$ cat config.mk
export PLATFORM = sky130hd
export DESIGN_NAME = audtx_dual_ser_out
export DESIGN_NICKNAME = d
export VERILOG_FILES = /design/src/rtl/audtx_pkg.sv /design/src/rtl/audtx_slot_fmt.sv /design/src/rtl/audtx_hold.sv /design/src/rtl/audtx_ser.sv /design/src/rtl/audtx_dual_ser_out.sv
export SDC_FILE = /design/constraint.sdc
export NUM_CORES = 1
export LEC_CHECK = 0
export CAP_MARGIN = 40
export CORE_ASPECT_RATIO = 2
export CORE_MARGIN = 2
export CORE_UTILIZATION = 55
export CTS_BUF_LIST = sky130_fd_sc_hd__clkbuf_4
export CTS_CLUSTER_DIAMETER = 50
export DETAILED_ROUTE_END_ITERATION = 8
export DONT_BUFFER_PORTS = 1
export PLACE_DENSITY = 0.7
export SYNTH_ARGS = -nofsm -noshare
export SYNTH_HDL_FRONTEND = slang
export SYNTH_SLANG_ARGS = --single-unit
$ cat constraint.sdc
create_clock -name clk -period 7.78 [get_ports clk]
set_input_delay 1.556 -clock clk [delete_from_list [all_inputs] [get_ports clk]]
set_output_delay 1.556 -clock clk [all_outputs]
set_load 0.005 [all_outputs]
$ cat src/rtl/audtx_pkg.sv
package audtx_pkg;
  typedef enum logic [1:0] {
    RATE_RSV = 2'b00,
    RATE_1X  = 2'b01,
    RATE_2X  = 2'b10,
    RATE_4X  = 2'b11
  } rate_e;

  typedef enum logic {
    JUST_LEFT  = 1'b0,
    JUST_RIGHT = 1'b1
  } just_e;
endpackage

$ cat src/rtl/audtx_slot_fmt.sv
module audtx_slot_fmt #(
  parameter int SAMPLE_W = 24,
  parameter int SLOT_W   = 32
) (
  input  logic [SAMPLE_W-1:0] sample,
  input  logic                inv,
  input  logic                mute,
  input  logic                rjust,
  output logic [SLOT_W-1:0]   slot
);
  localparam int PAD_W = SLOT_W - SAMPLE_W;
  localparam logic [SAMPLE_W-1:0] MOST_NEG = {1'b1, {(SAMPLE_W-1){1'b0}}};

  logic [SAMPLE_W-1:0] negated;
  logic [SAMPLE_W-1:0] val;

  // negation saturates: the most negative code maps to the most positive
  assign negated = (sample == MOST_NEG) ? ~MOST_NEG : (~sample + 1'b1);

  always_comb begin
    if (mute)     val = '0;
    else if (inv) val = negated;
    else          val = sample;
  end

  assign slot = rjust ? {{PAD_W{val[SAMPLE_W-1]}}, val} : {val, {PAD_W{1'b0}}};
endmodule

$ cat src/rtl/audtx_hold.sv
module audtx_hold #(
  parameter int SAMPLE_W = 24
) (
  input  logic                clk,
  input  logic                rst_n,
  input  logic                in_valid,
  output logic                in_ready,
  input  logic [SAMPLE_W-1:0] in_l,
  input  logic [SAMPLE_W-1:0] in_r,
  input  logic                take,
  output logic [SAMPLE_W-1:0] nxt_l,
  output logic [SAMPLE_W-1:0] nxt_r
);
  logic                hold_v;
  logic [SAMPLE_W-1:0] hold_l, hold_r, last_l, last_r;

  assign in_ready = !hold_v;
  assign nxt_l    = hold_v ? hold_l : last_l;
  assign nxt_r    = hold_v ? hold_r : last_r;

  always_ff @(posedge clk or negedge rst_n) begin
    if (!rst_n) begin
      hold_v <= 1'b0;
      hold_l <= '0;
      hold_r <= '0;
      last_l <= '0;
      last_r <= '0;
    end else begin
      if (take) begin
        last_l <= nxt_l;
        last_r <= nxt_r;
      end
      if (in_valid && !hold_v) begin
        hold_v <= 1'b1;
        hold_l <= in_l;
        hold_r <= in_r;
      end else if (take) begin
        hold_v <= 1'b0;
      end
    end
  end

  AST_HOLD_KEEP: assert property (@(posedge clk) disable iff (!rst_n)
    hold_v && !take |=> hold_v && $stable(hold_l) && $stable(hold_r));
  AST_ACCEPT_FILLS: assert property (@(posedge clk) disable iff (!rst_n)
    in_valid && in_ready |=> !in_ready);
endmodule

$ cat src/rtl/audtx_ser.sv
module audtx_ser #(
  parameter int FRAME_W = 32,
  parameter int LINES   = 2,
  parameter bit I2S     = 1'b0,
  parameter int DIV_W   = 4
) (
  input  logic                     clk,
  input  logic                     rst_n,
  input  logic                     lock,
  input  logic [DIV_W-1:0]         div_in,
  input  logic [LINES*FRAME_W-1:0] word_in,
  output logic                     load,
  output logic                     bclk,
  output logic                     fsync,
  output logic [LINES-1:0]         sd
);
  localparam int BIT_W = $clog2(FRAME_W);
  localparam int HALF  = FRAME_W / 2;
  // first data index of a frame; with the I2S delay it wraps so that bit k reads FRAME_W-k
  localparam logic [BIT_W-1:0] TOP_IDX = BIT_W'(FRAME_W - 1 + int'(I2S));

  logic               run;
  logic [DIV_W-1:0]   cnt, div_q;
  logic [BIT_W-1:0]   bidx, idx;
  logic [FRAME_W-1:0] word_q [LINES];
  logic [LINES-1:0]   lsb_q;
  logic               bit_end, frame_end, active;

  assign bit_end   = (cnt == div_q - 1'b1);
  assign frame_end = bit_end && (bidx == BIT_W'(FRAME_W - 1));
  assign load      = lock && (!run || frame_end);
  assign active    = run && lock;
  assign idx       = TOP_IDX - bidx;
  assign bclk      = active && (cnt >= (div_q >> 1));

  always_ff @(posedge clk or negedge rst_n) begin
    if (!rst_n) begin
      run   <= 1'b0;
      cnt   <= '0;
      bidx  <= '0;
      div_q <= '0;
      lsb_q <= '0;
      for (int i = 0; i < LINES; i++) word_q[i] <= '0;
    end else if (!lock) begin
      run   <= 1'b0;
      cnt   <= '0;
      bidx  <= '0;
      lsb_q <= '0;
      for (int i = 0; i < LINES; i++) word_q[i] <= '0;
    end else if (load) begin
      run   <= 1'b1;
      cnt   <= '0;
      bidx  <= '0;
      div_q <= div_in;
      for (int i = 0; i < LINES; i++) begin
        lsb_q[i]  <= word_q[i][0];
        word_q[i] <= word_in[i*FRAME_W +: FRAME_W];
      end
    end else if (bit_end) begin
      cnt  <= '0;
      bidx <= bidx + 1'b1;
    end else begin
      cnt <= cnt + 1'b1;
    end
  end

  generate
    if (I2S) begin : g_ws
      assign fsync = active && (bidx >= BIT_W'(HALF));
    end else begin : g_fs
      assign fsync = active && (bidx < BIT_W'(HALF));
    end
    for (genvar i = 0; i < LINES; i++) begin : g_line
      if (I2S) begin : g_dly
        assign sd[i] = active && ((bidx == '0) ? lsb_q[i] : word_q[i][idx]);
      end else begin : g_now
        assign sd[i] = active && word_q[i][idx];
      end
    end
  endgenerate

  AST_CNT_IN_RANGE: assert property (@(posedge clk) disable iff (!rst_n)
    run |-> cnt < div_q);
  AST_DIV_FRAME_HOLD: assert property (@(posedge clk) disable iff (!rst_n)
    run && lock && !load |=> $stable(div_q));
  AST_WORD_FRAME_HOLD: assert property (@(posedge clk) disable iff (!rst_n)
    run && lock && !load |=> $stable(word_q[0]));
endmodule

$ cat src/rtl/audtx_dual_ser_out.sv
module audtx_dual_ser_out #(
  parameter int SAMPLE_W = 24,
  parameter int SLOT_W   = 32,
  parameter int BASE_DIV = 8
) (
  input  logic                clk,
  input  logic                rst_n,
  input  logic                lock,
  input  logic                soft_mute,
  input  logic                invert,
  input  logic                rjust,
  input  logic [1:0]          rate_sel,
  input  logic                hs_valid,
  output logic                hs_ready,
  input  logic [SAMPLE_W-1:0] hs_left,
  input  logic [SAMPLE_W-1:0] hs_right,
  input  logic                ls_valid,
  output logic                ls_ready,
  input  logic [SAMPLE_W-1:0] ls_left,
  input  logic [SAMPLE_W-1:0] ls_right,
  output logic                mf_fsync,
  output logic                mf_bclk,
  output logic                mf_dl,
  output logic                mf_dr,
  output logic                st_ws,
  output logic                st_bclk,
  output logic                st_sd
);
  import audtx_pkg::*;

  localparam int DIV_W  = $clog2(BASE_DIV + 1);
  localparam int MF_DIV = BASE_DIV / 4;
  localparam int ST_W   = 2 * SLOT_W;

  rate_e            rcode;
  just_e            jmode;
  logic [DIV_W-1:0] st_div;
  logic             mf_load, st_load;
  logic [SAMPLE_W-1:0] mf_nl, mf_nr, st_nl, st_nr;
  logic [SLOT_W-1:0]   mf_slot [2];
  logic [SLOT_W-1:0]   st_slot [2];
  logic [1:0]          mf_sd;
  logic [0:0]          st_sdv;

  assign rcode = rate_e'(rate_sel);
  assign jmode = just_e'(rjust);

  always_comb begin
    case (rcode)
      RATE_2X: st_div = DIV_W'(BASE_DIV / 2);
      RATE_4X: st_div = DIV_W'(BASE_DIV / 4);
      default: st_div = DIV_W'(BASE_DIV);
    endcase
  end

  audtx_hold #(.SAMPLE_W(SAMPLE_W)) u_mf_hold (
    .clk(clk), .rst_n(rst_n), .in_valid(hs_valid), .in_ready(hs_ready),
    .in_l(hs_left), .in_r(hs_right), .take(mf_load), .nxt_l(mf_nl), .nxt_r(mf_nr));

  audtx_hold #(.SAMPLE_W(SAMPLE_W)) u_st_hold (
    .clk(clk), .rst_n(rst_n), .in_valid(ls_valid), .in_ready(ls_ready),
    .in_l(ls_left), .in_r(ls_right), .take(st_load), .nxt_l(st_nl), .nxt_r(st_nr));

  generate
    for (genvar ch = 0; ch < 2; ch++) begin : g_fmt
      audtx_slot_fmt #(.SAMPLE_W(SAMPLE_W), .SLOT_W(SLOT_W)) u_mf_fmt (
        .sample(ch == 0 ? mf_nl : mf_nr), .inv(invert), .mute(soft_mute),
        .rjust(jmode == JUST_RIGHT), .slot(mf_slot[ch]));
      audtx_slot_fmt #(.SAMPLE_W(SAMPLE_W), .SLOT_W(SLOT_W)) u_st_fmt (
        .sample(ch == 0 ? st_nl : st_nr), .inv(invert), .mute(soft_mute),
        .rjust(1'b0), .slot(st_slot[ch]));
    end
  endgenerate

  audtx_ser #(.FRAME_W(SLOT_W), .LINES(2), .I2S(1'b0), .DIV_W(DIV_W)) u_mf_ser (
    .clk(clk), .rst_n(rst_n), .lock(lock), .div_in(DIV_W'(MF_DIV)),
    .word_in({mf_slot[1], mf_slot[0]}), .load(mf_load),
    .bclk(mf_bclk), .fsync(mf_fsync), .sd(mf_sd));

  audtx_ser #(.FRAME_W(ST_W), .LINES(1), .I2S(1'b1), .DIV_W(DIV_W)) u_st_ser (
    .clk(clk), .rst_n(rst_n), .lock(lock), .div_in(st_div),
    .word_in({st_slot[0], st_slot[1]}), .load(st_load),
    .bclk(st_bclk), .fsync(st_ws), .sd(st_sdv));

  assign mf_dl = mf_sd[0];
  assign mf_dr = mf_sd[1];
  assign st_sd = st_sdv[0];

  AST_HARD_MUTE: assert property (@(posedge clk) disable iff (!rst_n)
    !lock |=> !(mf_fsync || mf_bclk || mf_dl || mf_dr || st_ws || st_bclk || st_sd));
  AST_MF_BCLK_HALF: assert property (@(posedge clk) disable iff (!rst_n)
    mf_bclk |=> !mf_bclk);
endmodule

==> results.py, run 1 <==
metrics = {
    "status": {
        "outcome": "finished clean",
    },
    "cts": {
        "cts_resized": 0,
        "cts_tree": "yes",
        "post_cts_buffers": 0,
        "cts_max_level": 3,
        "root_buffer": "clkbuf_4",
        "clk_latency_ns": 0.77,
        "clk_pin_slew_ns": 0.07,
        "clk_path_buf_depth": 3,
        "cts_buffers": 80,
        "clock-sinks": 331,
        "postCtsHoldBufs": 0,
    },
    "global_routing": {
        "grt_antenna_before_repair": 3,
        "grt_pass1_wl_um": 69700,
        "grt_usage_pct": 25.9,
        "grt_pass1_vias": 13500,
        "gr-total-overflow": 0,
        "grt_max_degree": 332,
    },
    "timing": {
        "final-hold-violation-count": 0,
        "rsz0062_at_grt": "false",
        "final.period_utilization_pct": 66.8,
        "fin_crit_ns": 5.20,
        "setup_tns_ns": 0,
        "max_freq_ghz": 0.192,
        "slew_headroom_pct": 43.4,
        "hold_slack_ns": 0.479,
        "drv_slew": 0,
        "worst_pin_slew_ns": 0.849,
        "setup_viol": 0,
        "finalClockSkew_ns": 0.0381,
    },
    "worst_hold_path": {
        "hold_class": "flip-flop to flip-flop",
        "worstHoldStart": "u_st_ser.word_q[62]",
    },
    "critical_path": {
        "cp_max_fo": 17,
        "cp-startpoint": "u_st_ser.bidx[0]",
        "cp-end-kind": "output port",
        "critPathMaxStageDelay_ns": 0.90,
        "cp_common_cell": "mux4_2",
        "critPathSlowestCell": "dfrtp_1",
        "worst-path-buf-inv": 1,
        "required_ns": 6.22,
        "crit_chain": "inv_1 > ha_1 > mux4_2 > mux4_2 > o22ai_1 > a211oi_1",
        "cp_top_family": "flip-flops",
        "start_kind": "flip-flop",
        "r2r-start": "u_mf_hold.hold_v",
        "arrival_ns": 3.64,
        "crit_type": "flip-flop to output port",
    },
    "route": {
        "routedWlPerCell_um": 20.4,
        "drcViolationCount": 0,
        "detail-route-antenna-nets": 0,
        "drt_first_pass_iters": 5,
        "viasPerCell": 6.09,
        "wl_um": 42900,
        "drt_iter0_markers": 650,
        "num_vias": 12800,
    },
    "final_layout": {
        "area_growth_pct": 6.91,
        "fin_area_um2": 19100,
        "final_cells": 2102,
        "nets": 1736,
        "utilization_pct": 59.3,
        "drive_gt1_share_pct": 23.5,
    },
    "logic_synthesis": {
        "synthFlopType": "dfrtp_1",
        "synthesis.instances": 1620,
        "netlist_area_um2": 17800,
        "synth_top_cell_by_area": "dfrtp_1",
        "syn_nets": 1741,
        "post-synth-top-count-cell": "dfrtp_1",
        "synth_top_area_share_pct": 46.5,
        "synthArstFlopShare_pct": 100,
        "yosysUniqueCellTypes": 81,
        "seq_area_frac_synth_pct": 46.5,
        "yosysWarningCount": 0,
        "syn_area_per_cell_um2": 11.0,
        "synth_common_cells": "dfrtp_1 (331), mux2_2 (187), nand2_1 (138)",
        "synth_edf_count": 0,
        "synth_area_leaders": "dfrtp_1 (46%), mux2_2 (12%), mux2i_1 (4.5%)",
        "yosys_register_bits": 331,
    },
    "place": {
        "placed_area_um2": 18100,
        "place_hpwl_um": 31000,
        "post-place-cells": 1960,
        "numPortBuffers": 0,
        "gp_congestion": 0.911,
    },
    "pwr": {
        "peakVddDrop_mv": 0.199,
        "p_per_area_nw_per_um2": 288,
        "p_leak_nw": 8.31,
    },
    "floorplan": {
        "die_h_um": 259,
        "coreArea_um2": 32100,
        "top_level_ports": 115,
        "core.rowCount": 93,
        "fp.dieW_um": 131,
        "start_util_pct": 55.5,
        "dieArea_um2": 33900,
    },
    "run": {
        "maxCapViolCount": 0,
    },
}
state kept, by name (all words and copies together), names as in the netlist, 5 cells and up:
signal            count
u_st_hold.last_r     24
u_mf_hold.last_r     24
u_st_hold.last_l     24
u_mf_hold.last_l     24
u_st_ser.bidx         6
u_st_hold.hold_r     24
u_mf_ser.word_q      64
u_st_hold.hold_l     24
u_st_ser.word_q      48
u_mf_hold.hold_l     24
u_mf_hold.hold_r     24
u_mf_ser.bidx         5
layer usage:
| metal | track usage, % | routed length [um] | vias up |
|---|---|---|---|
| met2 | 49.0 | 23600 | 370 |
| met5 | 0 | 12 | - |
| li1 | - | - | 5984 |
| met4 | 16.5 | 2530 | 2 |
| met1 | 25.6 | 14800 | 6295 |
| met3 | 4.81 | 1870 | 140 |
cell type report:
class,instances,area (um^2)
diodes,5,12.5
clock buffers,114,856
clock inverters,23,118
fillers,2818,13100
inverters,21,78.8
multi-input cells,1164,9020
flip-flops and latches,331,8290
well taps,427,534
repair buffers,17,143
metrics by stage:
step	power [mW]	worst slack [ns]
finish	5.49	2.58
floorplan	3.71	3.23
detailed placement	4.13	3.33
CTS	5.54	2.49
global placement	4.06	3.48
global route	5.84	2.27
final timing paths:
path | slack, ns | cells past startpoint | end
setup / recovery | 2.58 | 6 | st_sd
hold / removal | 0.48 | 1 | u_st_ser.word_q[62]
setup reg to reg | 3.67 | 8 | u_mf_ser.word_q[49]
hold reg to reg | 0.48 | 1 | u_st_ser.word_q[62]
max in group asynchronous | 6.81 | 0 | u_mf_hold.last_l[11]
min in group asynchronous | 0.50 | 0 | u_mf_hold.last_r[0]
cell usage in the layout (no fill, tap or decap), types with 8 or more instances in the layout:
cell / instances
mux2i_1: 81
dfrtp_1: 329
or3_1: 12
mux4_2: 34
or2_2: 8
inv_1: 21
nor3_1: 37
o211ai_1: 10
clkbuf_4: 114
nand3_1: 19
xnor2_1: 53
ha_1: 15
a21o_1: 19
nand2_1: 138
mux2_2: 187
a31oi_1: 11
clkinv_1: 15
o21ai_0: 103
nand2b_1: 13
a221o_1: 22
nor2_1: 94
and3_1: 9
nor3b_1: 18
a21oi_1: 81
buf_4: 15
o31ai_1: 11
a211oi_1: 8
xor2_1: 35
a22o_1: 14
a22oi_1: 11
o221ai_1: 8
cell families after synthesis:
logic type	count (synthesis)	share of synthesized area [%]
compound gates	355	13.1
xor+xnor	89	4.45
fa+ha+maj	15	1.05
buf+inv	125	3.05
flops	331	46.5
mux	302	20.7
simple gates	403	11.2
power breakdown:
| group | switching [mW] | internal, mW |
|---|---|---|
| combinational | 0.784 | 0.764 |
| sequential | 0.393 | 2.16 |
| clock | 0.682 | 0.706 |
Power figures use the tool's default switching activity.
==> run 2: changes to the inputs <==
Clock period 7.78 ns to 5.4 ns, I/O delays scaled along.
==> results.py, run 2 (synthesized netlist as in run 1, its figures left out) <==
metrics = {
    "global_routing": {
        "gr-total-overflow": 0,
        "grt_usage_pct": 26.2,
        "grt_pass1_wl_um": 70700,
        "grt_max_degree": 164,
        "grt_antenna_before_repair": 2,
        "grt_pass1_vias": 13800,
    },
    "pwr": {
        "p_sw_share_pct": 34.0,
        "p_seq_share_pct": 46.6,
        "p_leak_nw": 8.34,
        "p_per_area_nw_per_um2": 415,
        "pwr-share-clk_pct": 25.2,
        "p_comb_share_pct": 28.2,
        "peakVddDrop_mv": 0.265,
        "internal-power_mw": 5.24,
        "power_switching_mw": 2.70,
    },
    "run": {
        "maxCapViolCount": 0,
    },
    "critical_path": {
        "r2r_slack_ns": 1.46,
        "regToRegEndpoint": "u_mf_ser.word_q[15]",
        "arrival_ns": 3.28,
        "start_kind": "flip-flop",
        "crit_type": "flip-flop to output port",
        "required_ns": 4.32,
        "cp_max_fo": 17,
        "r2r-start": "u_mf_hold.hold_v",
        "cp-end-kind": "output port",
        "reg2reg_depth": 9,
    },
    "floorplan": {
        "core.rowCount": 93,
        "top_level_ports": 115,
        "start_util_pct": 55.5,
        "die_h_um": 259,
        "coreArea_um2": 32100,
        "fp.dieW_um": 131,
        "dieArea_um2": 33900,
    },
    "timing": {
        "drv_slew": 0,
        "setup_tns_ns": 0,
        "finalClockSkew_ns": 0.0452,
        "max_freq_ghz": 0.230,
        "fin_crit_ns": 4.36,
        "slew_headroom_pct": 37.5,
        "layout_setup_ws_ns": 1.04,
        "rsz0062_at_grt": "false",
        "setup_viol": 0,
        "worst_pin_slew_ns": 0.938,
        "final.period_utilization_pct": 80.7,
        "final-hold-violation-count": 0,
    },
    "final_layout": {
        "nets": 1740,
        "largestRegisters": "u_mf_ser.word_q (64), u_st_ser.word_q (48)",
        "final_cells": 2097,
        "seqCellArea_um2": 8290,
        "regMostFlops": "u_mf_ser.word_q",
        "final_cell_mix": "dfrtp_1 (329), mux2_2 (187), nand2_1 (138)",
        "largest_reg_flops": 64,
        "multiInputGateArea_um2": 9020,
        "fill_cells": 2799,
        "layout.cells.most_common": "dfrtp_1",
        "area_growth_pct": 7.35,
        "drive_gt1_share_pct": 23.4,
        "utilization_pct": 59.6,
    },
    "cts": {
        "clk_latency_ns": 0.76,
        "cts_tree": "yes",
        "cts_max_level": 3,
        "cts_resized": 0,
        "cts_buffers": 77,
        "root_buffer": "clkbuf_4",
        "clock-sinks": 331,
        "clk_pin_slew_ns": 0.06,
        "clk_path_buf_depth": 3,
    },
    "status": {
        "outcome": "finished clean",
    },
    "route": {
        "routedWlPerCell_um": 20.6,
        "wl_um": 43300,
        "num_vias": 12900,
        "drcViolationCount": 0,
        "drt_first_pass_iters": 6,
        "detail-route-antenna-nets": 0,
        "drt_iter0_markers": 723,
        "viasPerCell": 6.13,
    },
    "place": {
        "place_hpwl_um": 30700,
        "post-place-cells": 1963,
        "gp_congestion": 0.886,
        "numPortBuffers": 0,
        "pre_cts_ws_ns": 1.55,
    },
    "worst_hold_path": {
        "hold_class": "input port to async pin",
    },
}
## run 2: cell type report
class	instances	share of cell area [%]
diodes	2	0.0262
clock buffers	108	4.24
clock inverters	20	0.674
inverters	21	0.412
multi-input cells	1164	47.2
flip-flops and latches	331	43.3
well taps	427	2.79
repair buffers	24	1.37
## run 2: through the flow
stage	power [mW]	area (um^2)	hold slack, ns
finish	7.93	19100	0.206
CTS	8.00	19100	0.169
floorplan	5.35	17800	0.434
detailed placement	5.92	18100	0.456
global placement	5.83	18100	0.446
global route	8.45	19100	0.188
## run 2: worst max-delay path: stages, from the launching register on
cell and delay [ns]:
dfrtp_1 0.32, buf_4 0.28, inv_1 0.11, ha_1 0.66
mux4_2 0.39, mux4_2 0.50, o22ai_1 0.15, a211oi_1 0.10
## run 2: timing repair
action | CTS | global route
endpoints found under the hold margin | 163 | 0
setup buffers | 0 | 0
hold buffers | 4 | 0
## run 2: power groups by stage
stage | Combinational [mW] | Clock [mW] | Sequential [mW]
after floorplan | 1.87 | 0 | 3.47
after global placement | 2.13 | 0 | 3.70
after detailed placement | 2.18 | 0 | 3.74
after CTS | 2.25 | 2.06 | 3.69
after global routing | 2.48 | 2.18 | 3.79
final | 2.24 | 2.00 | 3.70
## run 2: worst max-delay path by stage
stage	start	to	slack, ns	depth (start not counted)
after global placement	u_mf_hold.hold_v	u_mf_ser.word_q[15]	1.62	7
after CTS	u_st_ser.bidx[0]	st_sd	0.99	8
final	u_st_ser.bidx[0]	st_sd	1.04	7
after floorplan	u_st_ser.bidx[0]	st_sd	1.33	9
after global routing	u_st_ser.bidx[0]	st_sd	0.80	8
after detailed placement	u_st_hold.hold_v	u_st_ser.word_q[59]	1.55	7
## run 2: per-layer routing
metal / global-route usage [%] / vias to the layer above / wire [um]
met3: 5.38 / 165 / 2080
li1: - / 5983 / -
met4: 15.2 / 2 / 2420
met1: 25.2 / 6318 / 14500
met5: 0 / - / 16
met2: 51.0 / 383 / 24200
